--- src/rtl/thr_empty_pkg.sv ---
package thr_empty_pkg;

   // Number of bits in one frame: start + data + parity + stops
   function automatic int unsigned frame_bits(input logic [1:0] data_len,
                                              input logic       parity_en,
                                              input logic       two_stop);
      frame_bits = 1 + 5 + int'(data_len) + int'(parity_en) + 1 + int'(two_stop);
   endfunction

   localparam int unsigned MAX_FRAME_BITS = 12;

endpackage

--- src/rtl/thr_occupancy_tracker.sv ---
module thr_occupancy_tracker #(
   parameter int unsigned LVL_W = 5
) (
   input  logic             clk,
   input  logic             rst_n,
   input  logic [LVL_W-1:0] fifo_level,
   input  logic             empty_event,
   output logic             multi_seen
);

   initial begin
      if (LVL_W < 2) $error("thr_occupancy_tracker: LVL_W must be at least 2");
   end

   logic level_ge2;
   assign level_ge2 = (fifo_level >= LVL_W'(2));

   always_ff @(posedge clk) begin
      if (!rst_n)            multi_seen <= 1'b0;
      else if (empty_event)  multi_seen <= 1'b0;
      else if (level_ge2)    multi_seen <= 1'b1;
   end

   AST_MULTI_SET: assert property (@(posedge clk) disable iff (!rst_n)
      (level_ge2 && !empty_event) |=> multi_seen);
   AST_MULTI_CLR: assert property (@(posedge clk) disable iff (!rst_n)
      empty_event |=> !multi_seen);

endmodule

--- src/rtl/thr_delay_timer.sv ---
module thr_delay_timer #(
   parameter int unsigned LVL_W         = 5,
   parameter int unsigned TICKS_PER_BIT = 16,
   parameter bit          DELAY_EN      = 1'b1,
   parameter int unsigned CNT_W         = 8
) (
   input  logic             clk,
   input  logic             rst_n,
   input  logic [LVL_W-1:0] fifo_level,
   input  logic             multi_seen,
   input  logic             baud_tick,
   input  logic [CNT_W-1:0] delay_ticks,
   output logic             thre,
   output logic             thre_set
);

   initial begin
      if (TICKS_PER_BIT < 1) $error("thr_delay_timer: TICKS_PER_BIT must be positive");
      if (CNT_W < 2)         $error("thr_delay_timer: CNT_W too small");
   end

   logic fifo_empty;
   assign fifo_empty = (fifo_level == '0);

   generate
      if (DELAY_EN) begin : g_delayed
         logic             waiting;
         logic [CNT_W-1:0] remain;
         logic             start_now;
         logic             skip_now;
         logic             expire;

         assign start_now = fifo_empty && !thre && !waiting;
         assign skip_now  = start_now && multi_seen;
         assign expire    = fifo_empty && waiting && baud_tick && (remain <= CNT_W'(1));
         assign thre_set  = skip_now || expire;

         always_ff @(posedge clk) begin
            if (!rst_n) begin
               thre    <= 1'b1;
               waiting <= 1'b0;
               remain  <= '0;
            end else if (!fifo_empty) begin
               thre    <= 1'b0;
               waiting <= 1'b0;
               remain  <= '0;
            end else if (skip_now) begin
               thre    <= 1'b1;
            end else if (start_now) begin
               waiting <= 1'b1;
               remain  <= delay_ticks;
            end else if (waiting && baud_tick) begin
               remain  <= remain - CNT_W'(1);
               if (expire) begin
                  thre    <= 1'b1;
                  waiting <= 1'b0;
               end
            end
         end

         AST_TICK_GATED: assert property (@(posedge clk) disable iff (!rst_n)
            (waiting && fifo_empty && !baud_tick) |=> $stable(remain));
         AST_RISE_SOURCE: assert property (@(posedge clk) disable iff (!rst_n)
            $rose(thre) |-> $past(waiting || multi_seen));
         AST_REFILL_CANCEL: assert property (@(posedge clk) disable iff (!rst_n)
            (!fifo_empty) |=> (!waiting && !thre));
      end else begin : g_immediate
         assign thre_set = fifo_empty && !thre;

         always_ff @(posedge clk) begin
            if (!rst_n) thre <= 1'b1;
            else        thre <= fifo_empty;
         end

         AST_IMM_FOLLOW: assert property (@(posedge clk) disable iff (!rst_n)
            (!fifo_empty) |=> !thre);
      end
   endgenerate

endmodule

--- src/rtl/thr_irq_latch.sv ---
module thr_irq_latch (
   input  logic clk,
   input  logic rst_n,
   input  logic fifo_en,
   input  logic txint_en,
   input  logic thre,
   input  logic thre_set,
   input  logic thr_wr,
   input  logic iir_rd,
   output logic pending
);

   logic fifo_en_q;
   logic txint_en_q;
   logic both_en;
   logic en_edge;
   logic clear_req;

   assign both_en   = fifo_en && txint_en;
   assign en_edge   = both_en && thre &&
                      ((fifo_en && !fifo_en_q) || (txint_en && !txint_en_q));
   assign clear_req = thr_wr || iir_rd;

   always_ff @(posedge clk) begin
      if (!rst_n) begin
         fifo_en_q  <= 1'b0;
         txint_en_q <= 1'b0;
         pending    <= 1'b0;
      end else begin
         fifo_en_q  <= fifo_en;
         txint_en_q <= txint_en;
         if (clear_req)                   pending <= 1'b0;
         else if (thre_set && both_en)    pending <= 1'b1;
         else if (en_edge)                pending <= 1'b1;
      end
   end

   AST_WR_CLEARS: assert property (@(posedge clk) disable iff (!rst_n)
      thr_wr |=> !pending);
   AST_RD_CLEARS: assert property (@(posedge clk) disable iff (!rst_n)
      iir_rd |=> !pending);
   AST_PEND_NEEDS_THRE: assert property (@(posedge clk) disable iff (!rst_n)
      $rose(pending) |-> thre);

endmodule

--- src/rtl/thr_empty_irq.sv ---
module thr_empty_irq #(
   parameter int unsigned FIFO_DEPTH    = 16,
   parameter int unsigned TICKS_PER_BIT = 16,
   parameter bit          DELAY_EN      = 1'b1,
   localparam int unsigned LVL_W        = $clog2(FIFO_DEPTH + 1)
) (
   input  logic             clk,
   input  logic             rst_n,
   input  logic             fifo_en,
   input  logic             txint_en,
   input  logic [LVL_W-1:0] fifo_level,
   input  logic             thr_wr,
   input  logic             iir_rd,
   input  logic             baud_tick,
   input  logic [1:0]       data_len,
   input  logic             parity_en,
   input  logic             two_stop,
   output logic             irq
);
   import thr_empty_pkg::*;

   localparam int unsigned MAX_DELAY = TICKS_PER_BIT * (MAX_FRAME_BITS - 1);
   localparam int unsigned CNT_W     = $clog2(MAX_DELAY + 1);

   initial begin
      if (FIFO_DEPTH < 2)    $error("thr_empty_irq: FIFO_DEPTH must be at least 2");
      if (TICKS_PER_BIT < 1) $error("thr_empty_irq: TICKS_PER_BIT must be positive");
   end

   logic [CNT_W-1:0] delay_ticks;
   logic             thre;
   logic             thre_set;
   logic             multi_seen;
   logic             pending;

   // Frame time less the final stop bit, in oversampling ticks
   always_comb begin
      delay_ticks = CNT_W'(TICKS_PER_BIT * (frame_bits(data_len, parity_en, two_stop) - 1));
   end

   thr_occupancy_tracker #(.LVL_W(LVL_W)) u_track (
      .clk        (clk),
      .rst_n      (rst_n),
      .fifo_level (fifo_level),
      .empty_event(thre_set),
      .multi_seen (multi_seen)
   );

   thr_delay_timer #(
      .LVL_W        (LVL_W),
      .TICKS_PER_BIT(TICKS_PER_BIT),
      .DELAY_EN     (DELAY_EN),
      .CNT_W        (CNT_W)
   ) u_timer (
      .clk        (clk),
      .rst_n      (rst_n),
      .fifo_level (fifo_level),
      .multi_seen (multi_seen),
      .baud_tick  (baud_tick),
      .delay_ticks(delay_ticks),
      .thre       (thre),
      .thre_set   (thre_set)
   );

   thr_irq_latch u_latch (
      .clk     (clk),
      .rst_n   (rst_n),
      .fifo_en (fifo_en),
      .txint_en(txint_en),
      .thre    (thre),
      .thre_set(thre_set),
      .thr_wr  (thr_wr),
      .iir_rd  (iir_rd),
      .pending (pending)
   );

   assign irq = pending && fifo_en && txint_en;

   AST_FULL_NO_IRQ_RISE: assert property (@(posedge clk) disable iff (!rst_n)
      (fifo_level != '0 && !irq) |=> !irq || $rose(fifo_en) || $rose(txint_en));
   AST_RESET_QUIET: assert property (@(posedge clk)
      !rst_n |=> !pending);

endmodule

--- config.mk ---
export PLATFORM = sky130hd
export DESIGN_NAME = thr_empty_irq
export DESIGN_NICKNAME = d
export VERILOG_FILES = /design/src/rtl/thr_empty_pkg.sv /design/src/rtl/thr_occupancy_tracker.sv /design/src/rtl/thr_delay_timer.sv /design/src/rtl/thr_irq_latch.sv /design/src/rtl/thr_empty_irq.sv
export SDC_FILE = /design/constraint.sdc
export NUM_CORES = 1
export LEC_CHECK = 0
export ABC_AREA = 1
export BUFFER_PORTS_ARGS = -buffer_cell sky130_fd_sc_hd__buf_2
export CAP_MARGIN = 20
export CORE_MARGIN = 4
export CORE_UTILIZATION = 35
export DETAILED_ROUTE_END_ITERATION = 8
export GPL_ROUTABILITY_DRIVEN = 0
export RECOVER_POWER = 100
export SYNTH_ARGS = -nofsm -noshare
export SYNTH_HDL_FRONTEND = slang
export SYNTH_SLANG_ARGS = --single-unit
--- constraint.sdc ---
create_clock -name clk -period 2.4 [get_ports clk]
set_input_delay 0 -clock clk [delete_from_list [all_inputs] [get_ports clk]]
set_output_delay 0 -clock clk [all_outputs]
set_load 0.005 [all_outputs]
### Word-level counts from Yosys, hierarchy flattened

Cells that the tools add are included.

| storage, ports and cells | value |
|---|---|
| logic and storage cells | 64 |
| output and inout bits | 1 |
| bits in registers | 14 |

| cells by class | value |
|---|---|
| muxes and demuxes | 12 |
| $lt $le $gt $ge | 2 |
| reduce and logical (&&, ||, !) cells | 32 |
| eq/ne operators | 3 |
| bitwise logic cells | 2 |
| $add $sub $neg | 6 |

Operators by type and width:

| operator | count |
|---|---|
| $mux W8 | 2 |
| $logic_and A1 B1 Y1 | 15 |
| $mux W1 | 10 |
| $ne A3 B3 Y1 const B | 3 |
| $add A4 B1 Y4 | 2 |
| $le A8 B1 Y1 const B | 1 |
| $sub A8 B1 Y8 const B | 1 |
| $reduce_and A3 Y1 | 2 |
| $reduce_bool A2 Y1 | 3 |
| $ge A5 B2 Y1 const B | 1 |
| $logic_not A5 Y1 | 1 |
| $add A3 B2 Y4 const A | 1 |
| $add A4 B1 Y4 const B | 1 |
| $logic_not A1 Y1 | 4 |
| $reduce_and A2 Y1 | 2 |
| $reduce_or A2 Y1 | 2 |
| $sub A4 B1 Y4 const B | 1 |
| $logic_or A1 B1 Y1 | 3 |
| $not A1 Y1 | 2 |

### Logic depth before layout (Yosys ltp)

Gate-level depths: netlist of the first run.

| logic depth | value |
|---|---|
| depth after elaboration | 9 |
| depth in mapped cells | 9 |

### Cells and area by module

A second synthesis of the first run with hierarchy kept.

| second synthesis, totals | value |
|---|---|
| cells, all modules | 163 |
| area total of the unflattened synthesis | 978.4 um^2 |

By module, submodules not included:

| module | area an instance (um^2) | sequential area each (um^2) | times used | cells an instance |
|---|---|---|---|---|
| thr_delay_timer | 691.9 | 200.2 | 1 | 117 |
| thr_irq_latch | 141.4 | 60.1 | 1 | 23 |
| thr_empty_irq | 88.8 | 0.0 | 1 | 14 |
| thr_occupancy_tracker | 56.3 | 20.0 | 1 | 9 |

### Least setup slack after synthesis of the first run

Ideal clock, no wire load.

| timing path | value |
|---|---|
| kind | register to register |
| from | register u_timer.g_delayed.remain[0] |
| to | register u_timer.thre |
| path slack | 1.140 ns |
| cell stages (with the launch flop) | 9 |
| setup time | 0.119 ns |
| path buffers | 0 |
| arrival | 1.141 ns |
| clock period less this slack | 1.260 ns |
| cells stage by stage | dfxtp_1 inv_1 ha_1 nor2_1 nor2_1 nand3_1 nand2_1 o21ai_0 nand2_1 |

| on the way | value |
|---|---|
| word-level cells in the longest chain between the ends | 4 |

RTL lines:

| what | RTL line | RTL |
|---|---|---|
| start: declaration | thr_delay_timer.sv:28 | `logic [CNT_W-1:0] remain;` |
| start signal: assignment | thr_delay_timer.sv:51 | `remain <= delay_ticks;` |
| start signal: assignment | thr_delay_timer.sv:53 | `remain <= remain - CNT_W'(1);` |
| $le A8 B1 Y1 | thr_delay_timer.sv:35 | `assign expire = fifo_empty && waiting && baud_tick && (remain <= CNT_W'(1));` |
| $logic_and A1 B1 Y1 | thr_delay_timer.sv:35 |  |
| $ne A3 B3 Y1 (no source line) | - |  |
| $reduce_and A3 Y1 (no source line) | - |  |
| end signal: assignment | thr_delay_timer.sv:40 | `thre <= 1'b1;` |
| end signal: assignment | thr_delay_timer.sv:44 | `thre <= 1'b0;` |
| end signal: assignment | thr_delay_timer.sv:48 | `thre <= 1'b1;` |
| end: declaration | thr_delay_timer.sv:13 | `output logic thre,` |

Every way passes these cells.
A chain may end at the register's enable or synchronous reset.

### Worst setup path after layout of the first run

| timing path | value |
|---|---|
| from | register u_timer.thre |
| to | register u_timer.g_delayed.remain[5] |

| on the way | value |
|---|---|
| word-level cells in the longest chain between the ends | 6 |

RTL lines:

| what | RTL line | RTL |
|---|---|---|
| $logic_not A1 Y1 * | thr_delay_timer.sv:33 | `assign start_now = fifo_empty && !thre && !waiting;` |
| $logic_and A1 B1 Y1 * (2 in series) | thr_delay_timer.sv:33 |  |
| $logic_and A1 B1 Y1 | thr_delay_timer.sv:34 | `assign skip_now = start_now && multi_seen;` |
| $not A1 Y1 (no source line) | - |  |
| $reduce_and A2 Y1 (no source line) | - |  |

Every way passes the cells marked *; elsewhere a longest branch is shown, timed or not.

==> results of run 1 <==
[power groups by stage]
stage          Clock, mW  Combinational [mW]  Sequential [mW]
6_report           0.180              0.0513            0.238
5_1_grt            0.195              0.0587            0.239
4_1_cts            0.185              0.0521            0.238
3_5_place_dp           0              0.0434            0.244
3_3_place_gp           0              0.0417            0.243
2_1_floorplan          0              0.0250            0.243
[state kept, by name, summed over array words and instances, names as in the netlist]
signal,cells
u_timer.g_delayed.remain,8
u_track.multi_seen,1
u_latch.fifo_en_q,1
u_timer.thre,1
u_latch.txint_en_q,1
u_latch.pending,1
u_timer.g_delayed.waiting,1
[final timing paths]
kind	startpoint	endpoint	slack (ps)	cells after the start
setup / recovery	u_timer.thre	u_timer.g_delayed.remain[5]	950	6
hold reg to reg	u_latch.pending	u_latch.pending	460	2
setup reg to reg	u_timer.thre	u_timer.g_delayed.remain[5]	950	6
hold / removal	fifo_level[4]	u_track.multi_seen	40	3
[through the flow]
step | util [%] | std cells | hold slack (ps) | power, mW | setup WS [ps]
floorplan | - | 130 | 68.9 | 0.268 | 1140
global placement | 42.7 | 173 | 207 | 0.285 | 1060
detailed placement | 42.7 | 173 | 214 | 0.287 | 1020
CTS | 47.3 | 184 | 48.8 | 0.475 | 994
global route | 46.7 | 184 | 87.3 | 0.492 | 826
finish | 46.7 | 184 | 35.7 | 0.469 | 953
[logic make-up after synthesis]
| kind of cell | share of synthesized area (%) |
|---|---|
| simple gates | 38.4 |
| buf+inv | 11.4 |
| xor+xnor | 1.98 |
| compound gates | 10.0 |
| flops | 31.6 |
| fa+ha+maj | 6.50 |
[repair_timing]
action | 4_1_cts | 5_1_grt
gates resized for setup | 0 | 0
hold buffers | 7 | 0
hold endpoints to repair | 4 | 0
[worst max-delay path: cells and delay by family (launching register included)]
family | cells | cell delay, ps
buffers and inverters | 1 | 150
and+or+nand+nor | 4 | 740
AOI/OAI and AO/OA | 1 | 140
DFF | 1 | 330
[metal layers]
metal  global-route usage, %  part of all wire, %  up-vias  wire (µm)
met5                       0                    0        -          0
met4                    3.97                  1.1        0         21
met3                    3.95                  3.7        4         68
met2                    21.9                   51       11        944
met1                    14.3                   44      359        819
li1                        -                    -      452          -
[Yosys cell counts, types with 2 or more instances]
| library cell | count | area [µm²] |
|---|---|---|
| o21ai_1 | 3 | 15.0 |
| dfxtp_1 | 14 | 280 |
| inv_1 | 23 | 86.3 |
| nor2_1 | 19 | 71.3 |
| nand2_2 | 3 | 18.8 |
| o21ai_0 | 3 | 15.0 |
| nand2_1 | 27 | 101 |
| nor3_1 | 3 | 15.0 |
| a21oi_2 | 2 | 17.5 |
| a21oi_1 | 7 | 35.0 |
| ha_1 | 3 | 37.5 |
| nand3_1 | 9 | 45.0 |
[area by class of cell]
cell class / instances / share of cell area, %
well taps: 28 / 3.23
clock buffers: 4 / 3.35
repair buffers: 23 / 13.6
multi-input cells: 91 / 45.6
flip-flops and latches: 14 / 25.9
inverters: 24 / 8.31
==> metrics.md, run 1 <==
| Metric | Value |
|---|---|
| Status | finished, final reports clean |
| TritonRoute pass-1 iters | 4 |
| Tot GR Track Use | around an eighth |
| CTS buffer count | 3 |
| Worst Tran Pin Value | 376 ps |
| Startpoint Class | register |
| Gate power share | 10.9% |
| Setup Crit Path Kind | reg2reg |
| Minimum clock period | around 1400 ps |
| Power Density | between 400 and 500 nW/µm² |
| Clock Skew | between 5 and 6 ps |
| Tightest Hold Check Type | in2reg |
| Max Freq | 691 MHz |
| Worst-case clock buffer depth | 2 |
| Syn nets | 150 |
| Initial Util | a little under two fifths |
| Vias in the first global route | 810 |
| Final nets | around 180 |
| Cell repeated most along the worst path | nor2_1 |
| Critical-path cell list | nor2_1, nand3_4, nand2_1, inv_1, a21oi_1, nor2_1 |
| Placed Area | 990 µm² |
| Routed vias/inst | 4.49 |
| Leakage | around 0.55 nW |
| Post-CTS Setup Inserts | 0 |
| Clock Sinks | 14 |
| Initial drt markers | 18 |
| Sequential cell area fraction in the yosys report | a little under a third |
| Final setup fails | 0 |
| Crit path max fanout | 11 |
| Root Buffer | clkbuf_4 |
| Post-synthesis average cell area | roughly 6.8 µm² |
| First-pass GRT wire length | between 3 and 4 mm |
| Total Wirelength | approximately 1.9 mm |
| RSZ-0062 raised after global routing | no |
| Core box area | 2320 µm² |
| Layout cell share with drive strength beyond 1 | 17.9% |
| Setup TNS | 0 ps |
| Slowest library cell on the worst path | dfxtp_1 |
| Ant diodes | 0 |
| Post-synth top flop | dfxtp_1 |
| Max-Cap Viols | 0 |
| Commonest non-fill, non-tap cell in the layout | nand2_1 |
| Synthesized cell area | 886 µm² |
| Worst Path Required | approximately 2600 ps |
| P_sw | between 0.1 and 0.15 mW |
| Initial antenna violation count | 0 |
| Slew Viols, Final | 0 |
| H-Tree Depth | 1 |
| DRC Markers | 0 |
| Die area | between 3000 and 4000 µm² |
| Area Overhead vs Synth | 22.3% |
| Register cell area after layout | between 200 and 300 µm² |
| Clock Latency Late Sink | 290 ps |
| Pint | approximately 0.35 mW |
| Total gr overflow | 0 |
| Sequential Power Share | 50.8% |
| CP arrival | 1640 ps |
| Post-synth EDFFs | 0 |
| Rel. slew slack | 74.9% |
| Ys async rst share | 0% |
| Final hold viol count | 0 |
| Clock Pin Slew Worst Setup and Hold Paths | around 100 ps |
| CTS tree | built |
| Row cnt | 17 |
| Number of synthesis warnings | 0 |
| IO Pins | 17 |
| Crit end category | register |
| Port Buffers | 16 |
| Die X | 58.3 µm |
| Dpl hpwl | around 1.5 mm |
| Area of the multi-input gates | around 490 µm² |
| Largest net degree at the start of global routing | 12 |
| #FFs+latches synth | 14 |
| Via Count | 826 |
| Wirelength per Cell | ~10 µm |
| Cell variety after synth | 26 |
| Synth Instances | 130 |
| Worst VDD drop | 0.339 mV |
| Largest stage delay, worst path | roughly 330 ps |
| Final period util | about 60% |
| Die H | between 50 and 60 µm |
| Design Area, Final | ~1100 µm² |
| Clk pwr share | 38.3% |
| Number of filler cells placed in the layout | 234 |
| Post-route ant nets | 0 |
| Sw frac | between 20% and 30% |
| Most frequent cells in the layout | 28 x nand2_1, 23 x inv_1, 19 x nor2_1, 14 x buf_2, 14 x dfxtp_1 |
Note: power is estimated with default switching activity, not from simulation.
==> run 2: changes to the inputs <==
--- a/config.mk
+++ b/config.mk
@@ -5,7 +5,7 @@
 export SDC_FILE = /design/constraint.sdc
 export NUM_CORES = 1
 export LEC_CHECK = 0
-export ABC_AREA = 1
+export ABC_AREA = 0
 export BUFFER_PORTS_ARGS = -buffer_cell sky130_fd_sc_hd__buf_2
 export CAP_MARGIN = 20
 export CORE_MARGIN = 4
==> constraint.sdc (replaced) <==
create_clock -name clk -period 1.4 [get_ports clk]
set_input_delay 0 -clock clk [delete_from_list [all_inputs] [get_ports clk]]
set_output_delay 0 -clock clk [all_outputs]
set_load 0.005 [all_outputs]
==> metrics.md, run 2 <==
| Metric | Value |
|---|---|
| Gate power share | 15.1% (was 10.9%) |
| Count leader, synth | dfxtp_1 (was nand2_1) |
| Port Buffers | 16 (unchanged) |
| Worst-case clock buffer depth | 2 (unchanged) |
| Clk pwr share | 35.2% (was 38.3%) |
| Minimum clock period | 1760 ps (was 1450 ps) |
| Clock Sinks | 14 (unchanged) |
| Largest net degree at the start of global routing | 9 (was 12) |
| Layout cell share with drive strength beyond 1 | 41.7% (was 17.9%) |
| Max Freq | 568 MHz (was 691 MHz) |
| Via Count | 986 (was 826) |
| Total gr overflow | 0 (unchanged) |
| Sequential Power Share | 49.8% (was 50.8%) |
| Rel. slew slack | 79.2% (was 74.9%) |
| Synth area leader | dfxtp_1 (unchanged) |
| CP arrival | 1970 ps (was 1640 ps) |
| H-Tree Depth | 1 (unchanged) |
| Area of the multi-input gates | 589 µm² (was 494 µm²) |
| RSZ-0062 raised after global routing | yes (was no) |
| Dpl hpwl | 1.93 mm (was 1.45 mm) |
| Pwr Total | 0.825 mW (was 0.469 mW) |
| Startpoint Class | register (unchanged) |
| CTS tree | built (unchanged) |
| Tightest Hold Check Type | in2reg (unchanged) |
| Number of synthesis warnings | 0 (unchanged) |
| Total Wirelength | 2.56 mm (was 1.85 mm) |
| Synthesized cell area | 851 µm² (was 886 µm²) |
| Register cell area after layout | 288 µm² (was 280 µm²) |
| Most frequent cells in the layout | 22 x buf_4, 14 x buf_2, 10 x inv_1, 10 x nand2_1, 10 x dfxtp_1 (was 28 x nand2_1, 23 x inv_1, 19 x nor2_1, 14 x buf_2, 14 x dfxtp_1) |
| Setup TNS | -3350 ps (was 0 ps) |
| Wirelength per Cell | 13.9 µm (was 10.1 µm) |
| #FFs+latches synth | 14 (unchanged) |
| Number of filler cells placed in the layout | 219 (was 234) |
| Initial Util | 37.7% (was 38.2%) |
| Area Overhead vs Synth | 54.3% (was 22.3%) |
| Row cnt | 17 (unchanged) |
| Core box area | 2250 µm² (was 2320 µm²) |
| Ant diodes | 0 (unchanged) |
| Clock Latency Late Sink | 280 ps (was 290 ps) |
| P_sw | 0.196 mW (was 0.114 mW) |
| Largest register FFs | 8 (unchanged) |
| Die H | 57.3 µm (was 58.3 µm) |
| Status | finished with violations (was finished, final reports clean) |
| Slew Viols, Final | 0 (unchanged) |
| Worst Path Required | 1610 ps (was 2600 ps) |
| Largest Register | u_timer.g_delayed.remain (unchanged) |
| Die X | 57.3 µm (was 58.3 µm) |
| Initial drt markers | 28 (was 18) |
| Final setup fails | 12 (was 0) |
| Final hold viol count | 0 (unchanged) |
| Vias in the first global route | 975 (was 810) |
| Post-synth top cells | 14 x dfxtp_1, 10 x inv_1, 10 x nand2_1, 10 x nor2_1, 8 x a21oi_1 (was 27 x nand2_1, 23 x inv_1, 19 x nor2_1) |
| Crit path max fanout | 3 (was 11) |
| Tot GR Track Use | 15.8% (was 12.5%) |
| Setup Crit Path Kind | reg2reg (unchanged) |
| Initial antenna violation count | 0 (unchanged) |
| Post-synthesis average cell area | 7.73 µm² (was 6.81 µm²) |
| Commonest non-fill, non-tap cell in the layout | buf_4 (was nand2_1) |
| Syn nets | 130 (was 150) |
| Max-Cap Viols | 0 (unchanged) |
| Sequential cell area fraction in the yosys report | 32.9% (was 31.6%) |
| Post-synth top flop | dfxtp_1 (unchanged) |
| Synth Instances | 110 (was 130) |
| Final period util | 126% (was 60.3%) |
| Crit end category | register (unchanged) |
| Clock Pin Slew Worst Setup and Hold Paths | 90 ps (was 100 ps) |
| Root Buffer | clkbuf_4 (unchanged) |
| First-pass GRT wire length | 4.09 mm (was 3.31 mm) |
| Area share of the largest cell type after synthesis | 32.9% (was 31.6%) |
| Power Density | 629 nW/µm² (was 433 nW/µm²) |
| Hold WS | 76.9 ps (was 35.7 ps) |
| Dominant cells by area after synthesis | dfxtp_1 33%, a21oi_1 4.7%, ha_1 4.4% (was dfxtp_1 32%, nand2_1 11%, inv_1 9.7%) |
| Leakage | 0.570 nW (was 0.551 nW) |
| DRC Markers | 0 (unchanged) |
| Worst VDD drop | 0.465 mV (was 0.339 mV) |
| Worst Tran Pin Value | 309 ps (was 376 ps) |
| Cell variety after synth | 28 (was 26) |
| Failing checks | negative setup slack |
| Post-synth EDFFs | 0 (unchanged) |
| Pint | 0.630 mW (was 0.355 mW) |
| Die area | 3280 µm² (was 3400 µm²) |
| TritonRoute pass-1 iters | 4 (unchanged) |
| Setup WS post-layout | -361 ps (was 953 ps) |
| Routed vias/inst | 5.36 (was 4.49) |
| Clock Skew | 6.57 ps (was 5.87 ps) |
| Post-route ant nets | 0 (unchanged) |
| Ys async rst share | 0% (unchanged) |
| IO Pins | 17 (unchanged) |
| Sw frac | 23.7% (was 24.4%) |
| CTS buffer count | 3 (unchanged) |
| Final nets | 177 (unchanged) |
run 2: final cells by class:
class,instances,area share (%)
inverter,10,2.86
timing repair buffer,46,24.9
sequential,14,21.9
multi-input combinational,82,44.9
clock buffer,4,2.76
tap,28,2.67
run 2: worst paths after layout:
kind                                     from  depth (start not counted)                     endpoint  slack, ps
hold reg to reg   u_timer.g_delayed.remain[4]                          2  u_timer.g_delayed.remain[4]        480
setup / recovery  u_timer.g_delayed.remain[4]                          5  u_timer.g_delayed.remain[7]       -360
hold / removal                  fifo_level[4]                          4                 u_timer.thre         80
setup reg to reg  u_timer.g_delayed.remain[4]                          5  u_timer.g_delayed.remain[7]       -360
run 2: critical path, stage by stage (launching register included):
cell	delay (ps)
dfxtp_2	330
or3_4	390
buf_6	130
or3_4	350
a311o_1	360
a21oi_1	140
run 2: timing repair:
action	in CTS	in global routing
cloned	0	0
hold endpoints to repair	4	0
pin swaps	7	9
setup endpoints to repair	12	12
gates resized for setup	16	4
buffers inserted	4	1
hold buffers	5	0
run 2: per-layer routing:
layer	global-route usage, %	part of all wire [%]	up-vias	wire length [µm]
met5	0	0	-	0
met4	5.96	2.2	0	57
met3	2.49	4.9	6	126
met2	28.1	48	32	1230
met1	19.1	45	450	1150
li1	-	-	498	-
run 2: logic make-up after synthesis:
group	count (synthesis)	share of synthesized area [%]
AND/OR/NAND/NOR	50	31.8
AO/OA/AOI/OAI	28	21.3
buffers and inverters	14	7.21
flip-flops	14	32.9
adder cells (fa/ha/maj)	4	6.77
run 2: metrics by stage:
stage | setup WS [ps] | util, % | std cells | instance area, µm²
2_1_floorplan | -374 | - | 110 | 866
3_3_place_gp | -320 | 49.4 | 171 | 1110
3_5_place_dp | -369 | 49.4 | 171 | 1110
4_1_cts | -355 | 57.8 | 184 | 1300
5_1_grt | -418 | 58.2 | 184 | 1310
6_report | -361 | 58.2 | 184 | 1310
run 2: power groups by stage:
stage / Sequential, mW / Clock, mW / Combinational (mW)
after CTS: 0.410 / 0.303 / 0.124
after global routing: 0.412 / 0.315 / 0.138
after global placement: 0.418 / 0 / 0.0987
final: 0.411 / 0.290 / 0.125
after detailed placement: 0.419 / 0 / 0.102
after floorplan: 0.417 / 0 / 0.0469
